[config.mk]
export PLATFORM = sky130hd
export DESIGN_NAME = bitlatch_bank
export DESIGN_NICKNAME = d
export VERILOG_FILES = /design/src/rtl/bitlatch_bank.sv
export SDC_FILE = /design/constraint.sdc
export NUM_CORES = 1
export LEC_CHECK = 0
export ABC_AREA = 1
export BUFFER_PORTS_ARGS = -buffer_cell sky130_fd_sc_hd__buf_4
export CAP_MARGIN = 5
export CORE_AREA = 2 2 44 46
export DETAILED_ROUTE_END_ITERATION = 16
export DIE_AREA = 0 0 46 48
export PLACE_DENSITY = 0.7
export SETUP_SLACK_MARGIN = 0.15
export SLEW_MARGIN = 10
export SYNTH_ARGS = -nofsm -noshare
export SYNTH_HDL_FRONTEND = slang
export SYNTH_SLANG_ARGS = --single-unit
[constraint.sdc]
create_clock -name clk -period 1 [get_ports clk]
set_clock_uncertainty 0.15 [all_clocks]
set_input_delay 0.15 -clock clk [delete_from_list [all_inputs] [get_ports clk]]
set_output_delay 0.15 -clock clk [all_outputs]
set_load 0.02 [all_outputs]
[src/rtl/bitlatch_bank.sv]
module bitlatch_bank #(
  parameter int ADDR_W = 3
) (
  input  logic                    clk,
  input  logic                    rst,
  input  logic                    le_n,
  input  logic                    clr_n,
  input  logic [ADDR_W-1:0]       addr,
  input  logic                    din,
  output logic [(1<<ADDR_W)-1:0]  q,
  output logic                    addr_err
);
  localparam int NBITS = 1 << ADDR_W;

  logic [NBITS-1:0]  store;
  logic [NBITS-1:0]  sel;
  logic [ADDR_W-1:0] last_addr;
  logic              last_en;

  wire wr_mode   = !le_n &&  clr_n;
  wire hold_mode =  le_n &&  clr_n;
  wire dmx_mode  = !le_n && !clr_n;
  wire clr_mode  =  le_n && !clr_n;

  assign sel = NBITS'(1) << addr;

  always_ff @(posedge clk) begin
    if (rst)             store <= '0;
    else if (!clr_n)     store <= '0;
    else if (wr_mode)    store <= (store & ~sel) | (sel & {NBITS{din}});
  end

  always_ff @(posedge clk) begin
    if (rst) begin
      last_en   <= 1'b0;
      last_addr <= '0;
      addr_err  <= 1'b0;
    end else begin
      last_en   <= !le_n;
      last_addr <= addr;
      addr_err  <= !le_n && last_en && (addr != last_addr);
    end
  end

  always_comb begin
    unique case ({le_n, clr_n})
      2'b01:   q = (store & ~sel) | (sel & {NBITS{din}});
      2'b11:   q = store;
      2'b00:   q = sel & {NBITS{din}};
      default: q = '0;
    endcase
  end

  p_reset_clears_r1: assert property (@(posedge clk) disable iff (rst)
    $past(rst) |-> (store == '0) && !addr_err);

  p_write_only_sel_r2: assert property (@(posedge clk) disable iff (rst)
    (!$past(rst) && $past(wr_mode)) |-> (((store ^ $past(store)) & ~$past(sel)) == '0));

  p_hold_stable_r4: assert property (@(posedge clk) disable iff (rst)
    (hold_mode && !$past(rst) && $past(hold_mode)) |-> $stable(q));

  p_demux_onehot_r5: assert property (@(posedge clk) disable iff (rst)
    dmx_mode |-> ($onehot0(q) && ((q & ~sel) == '0)));

  p_clear_out_r6: assert property (@(posedge clk) disable iff (rst)
    clr_mode |-> (q == '0));

  p_wipe_r7: assert property (@(posedge clk) disable iff (rst)
    (!$past(rst) && !$past(clr_n)) |-> (store == '0));

  p_err_cause_r9: assert property (@(posedge clk) disable iff (rst)
    addr_err |-> (!$past(le_n) && ($past(addr) != $past(addr, 2))));
endmodule

==> Word-level counts from Yosys, hierarchy flattened <==
Index checks and enable logic that the tools add are counted.
{ "word_totals": {"register_bits": 13, "word_cells": 20, "inputBits": 8, "output_inout_bits": 9} }
{ "classes": {"bitwise_logic": 5, "mux": 1, "n_eq_ne": 3, "n_reduce_logical": 6, "shifts": 1} }
{ "op_table": {"columns": ["op", "count"], "rows": [
  ["$pmux W8 S3", 1],
  ["$and A8 B8 Y8", 2],
  ["$not A8 Y8", 1],
  ["$or A8 B8 Y8", 1],
  ["$shl A1 B3 Y8 const A", 1],
  ["$logic_and A1 B1 Y1", 3],
  ["$ne A3 B3 Y1", 1],
  ["$eq A2 B1 Y1 const B", 1],
  ["$eq A2 B2 Y1 const B", 1],
  ["$logic_not A2 Y1", 1],
  ["$reduce_or A2 Y1", 1],
  ["$logic_not A1 Y1", 1],
  ["$not A1 Y1", 1]
]} }

==> Depth between registers and ports, before layout <==
{ "depth": {"ltp_word": 5, "depth_mapped": 7, "depth_no_buf": 6} }

==> Worst setup path after synthesis <==
Ideal clock, no wire load.
{ "synth_timing": {"kind": "in2out", "startpoint": "input addr[2]", "endpoint": "output q[3]", "required_ns": 0.700, "setup_slack_ns": -0.212, "n_path_buf": 1, "arrival_time_ns": 0.912, "stages": 4, "path_cell_list": "buf_4 -> inv_2 -> nand4_1 -> o211ai_1"} }
{ "synth_between": {"elab_chain_len": 5, "word_cells_on_any_way": 6, "classes_between": "1 x shift; 1 x mux; 4 x bitwise"} }
{ "synth_lines": {"columns": ["element", "line_no", "text"], "rows": [
  ["start, declared", "8", "input logic [ADDR_W-1:0] addr,"],
  ["$shl A1 B3 Y8 (*)", "25", "assign sel = NBITS'(1) << addr;"],
  ["$not A8 Y8", "47", "2'b01: q = (store & ~sel) | (sel & {NBITS{din}});"],
  ["$and A8 B8 Y8", "47", null],
  ["$or A8 B8 Y8", "47", null],
  ["$pmux W8 S3 (*)", "46", "unique case ({le_n, clr_n})"],
  ["end, declared", "10", "output logic [(1<<ADDR_W)-1:0] q,"]
]} }
Every way passes the cells marked *; elsewhere a longest branch is shown, timed or not.

==> Worst setup path after layout <==
{ "layout_timing": {"startpoint": "register store[6]", "endpoint": "output q[6]"} }
{ "layout_between": {"elab_chain_len": 3} }
{ "layout_lines": {"columns": ["element", "line_no", "text"], "rows": [
  ["start, declared", "15", "logic [NBITS-1:0] store;"],
  ["start signal, assigned", "30", "else if (wr_mode) store <= (store & ~sel) | (sel & {NBITS{din}});"],
  ["$and A8 B8 Y8", "47", null],
  ["$or A8 B8 Y8", "47", null],
  ["$pmux W8 S3 (*)", "46", null]
]} }
Marked as above.

==> metrics.md <==
| Metric | Value |
|---|---|
| Core Util, Final | `0.730` |
| Worst slew margin | `0.806` |
| Starting density of the core | `0.452` |
| CTS H-Tree Depth | `1` |
| RSZ-0062 raised after global routing | `true` |
| # rows | `15` |
| Hold Vio Cnt, Final | `4` |
| Outcome | `complete, but fails checks` |
| Synthesized flop and latch total | `13` |
| Sequential share of the synthesized area | `0.341` |
| Clock Path Buffers | `2` |
| Total GRT Usage | `0.218` |
| Placed insts | `about 160` |
| Max Cap Viol | `0` |
| Post-Syn Nets | `123` |
| Final WL | `roughly 2.2 mm` |
| Clock slew at reported path FFs | `0.08 ns` |
| Placed Area | `slightly above 1000 µm²` |
| Layout area overhead | `61.6%` |
| Final worst setup slack | `-0.395 ns` |
| Final RePlAce weighted congestion | `0.787` |
| CP Class | `flop to output pin` |
| Clock sinks | `13` |
| Worst-Margin Slew | `around 0.29 ns` |
| Vias in the first global route | `757` |
| Period Utilization, post-route | `1.39` |
| Max-slew violations | `0` |
| # setup viols final | `14` |
| Failing checks | `hold timing, setup timing` |
| Mapped cell area | `about 760 µm²` |
| Core box area | `between 1500 and 2000 µm²` |
| Worst skew pair latency | `about 0.28 ns` |
| Non-filler cells, final | `between 150 and 200` |
| Clock tree from TritonCTS | `built` |
| # nets final | `163` |
| Minimum clock period | `1.39 ns` |
| Via count | `roughly 910` |
| Hold Path Class | `input port to flop` |
| PD cells | `903 nW/µm²` |
| Hold_ws | `-0.112 ns` |
| TritonCTS buffer count | `3` |
| Antenna cells | `0` |
| ANT nets after route | `0` |
| R2r setup slk | `-0.32 ns` |
| Io pins | `17` |
| Die Area | `between 2000 and 2500 µm²` |
| CTS root buffer | `clkbuf_4` |
| 1st-iter DRT viols | `42` |
| Final instance area | `around 1200 µm²` |
| Die width | `46 µm` |
| Initial antenna violation count | `0` |
| Global-route wire length before repair | `3.32 mm` |
| Synthesized instance count | `115` |
| Peak Freq | `~720 MHz` |
| Post-DR vias/cell | `about 5.3` |
| CP Launch Type | `flop` |
| Leak Pwr | `roughly 0.55 nW` |
| Drt pass-1 iters | `4` |
| Syn_area_per_cell | `between 6 and 7 µm²` |
| Worst VDD drop | `0.633 mV` |
| Synth warn | `0` |
| Fraction of layout cells with a size suffix above 1 | `0.532` |
| Remaining DRCs | `0` |
| Die height | `48 µm` |
| CP Max Fanout | `3` |
| Number of port buffers | `16` |
| Largest net degree at the start of global routing | `11` |
| Crit. End Element | `output pin` |
| Worst Path Arrival | `1.09 ns` |
| Critical Path RT | `~0.7 ns` |
| Yosys cell types | `19` |
| HPWL Detailed | `around 1.3 mm` |
| Routed length per placed instance | `between 10 and 15 µm` |
| Total global routing overflow | `0` |
through the flow:
step                      setup WS (ns)  total power (W)  hold WS (ns)  TNS [ns]
after global placement           -0.321         0.000761         0.199     -3.60
after global routing             -0.434          0.00117        -0.112     -4.47
after CTS                        -0.378          0.00113        -0.119     -3.49
after floorplan                  -0.191         0.000703        0.0717     -1.24
final                            -0.395          0.00111        -0.112     -3.71
after detailed placement         -0.345         0.000764         0.198     -3.83
registers in the layout, indices dropped and copies added, names as in the netlist:
signal / count
addr_err: 1
last_en: 1
store: 8
last_addr: 3
final timing paths:
| check | startpoint | endpoint | cells after the start |
|---|---|---|---|
| setup reg to reg | store[4] | store[4] | 8 |
| hold / removal | rst | last_addr[0] | 2 |
| setup / recovery | store[6] | q[6] | 5 |
| hold reg to reg | last_en | addr_err | 2 |
cells by family after synthesis:
kind of cell | Yosys count | synth area share
buffers and inverters | 14 | 0.105
AOI/OAI and AO/OA | 15 | 0.115
DFF | 13 | 0.341
and+or+nand+nor | 70 | 0.405
xor gates and xnor gates | 3 | 0.0344
layer usage:
| layer | vias up | part of all wire | track usage |
|---|---|---|---|
| li1 | 458 | - | - |
| met1 | 421 | 0.41 | 0.248 |
| met2 | 24 | 0.53 | 0.389 |
| met3 | 4 | 0.046 | 0.0566 |
| met4 | 0 | 0.013 | 0.0857 |
| met5 | - | 0 | 0 |
worst max-delay path, cell delays in order, from the launching register on:
cell and delay (ns):
dfxtp_2 0.34, nand2_1 0.05, nand2_1 0.05, nand2_1 0.07, o211ai_1 0.11, buf_4 0.19
cell usage after synthesis, drive strengths merged:
| master | count | area, µm² |
|---|---|---|
| dfxtp | 13 | 260 |
| nand4 | 5 | 31.3 |
| inv | 9 | 33.8 |
| o211ai | 5 | 37.5 |
| buf | 5 | 46.3 |
| o21ai | 1 | 5.00 |
| nand2 | 44 | 168 |
| xnor2 | 3 | 26.3 |
| nor3 | 1 | 5.00 |
| nand3 | 12 | 60.1 |
| a21oi | 9 | 45.0 |
| or2 | 3 | 18.8 |
| nor2 | 5 | 26.3 |
cell usage in the layout, fill, tap and decap left out:
cell type | synthesis | routed
nor2_4 | 1 | 1
nand4_1 | 5 | 5
buf_6 | 3 | 11
nand2_1 | 43 | 38
nand3_1 | 12 | 4
nand3_4 | 0 | 1
dfxtp_1 | 13 | 2
o21ai_1 | 1 | 1
inv_1 | 8 | 5
o211ai_1 | 5 | 5
clkbuf_1 | 0 | 1
or2_4 | 0 | 1
inv_6 | 0 | 2
buf_4 | 1 | 29
nor3_1 | 1 | 1
a21oi_1 | 9 | 2
clkbuf_4 | 0 | 3
nand2_2 | 1 | 6
xnor2_2 | 0 | 1
inv_2 | 1 | 1
inv_8 | 0 | 1
xnor2_1 | 3 | 2
dfxtp_2 | 0 | 11
nand3_2 | 0 | 7
a21oi_2 | 0 | 7
nor2_1 | 4 | 4
or2_0 | 2 | 2
where the power goes:
group,leakage (nW),switching [W],internal [W],total [W]
Combinational,0.427,0.000141,0.000105,0.000246
Sequential,0.111,0.00000552,0.000529,0.000535
Clock,0.0150,0.000178,0.000155,0.000333
Total,0.553,0.000324,0.000790,0.00111
cell type report:
cell class	instances	area (µm²)
sequential	13	274
fill	138	455
timing repair buffer	40	342
tap	17	21.3
inverter	9	51.3
clock buffer	4	26.3
multi-input combinational	88	519
repair_timing:
item / CTS / global route
endpoints found under the setup margin: 18 / 18
hold endpoints to repair: 4 / 4
pin swaps: 15 / 5
setup buffers: 8 / 1
resized for setup: 29 / 6
(Power assumes the default switching activity.)
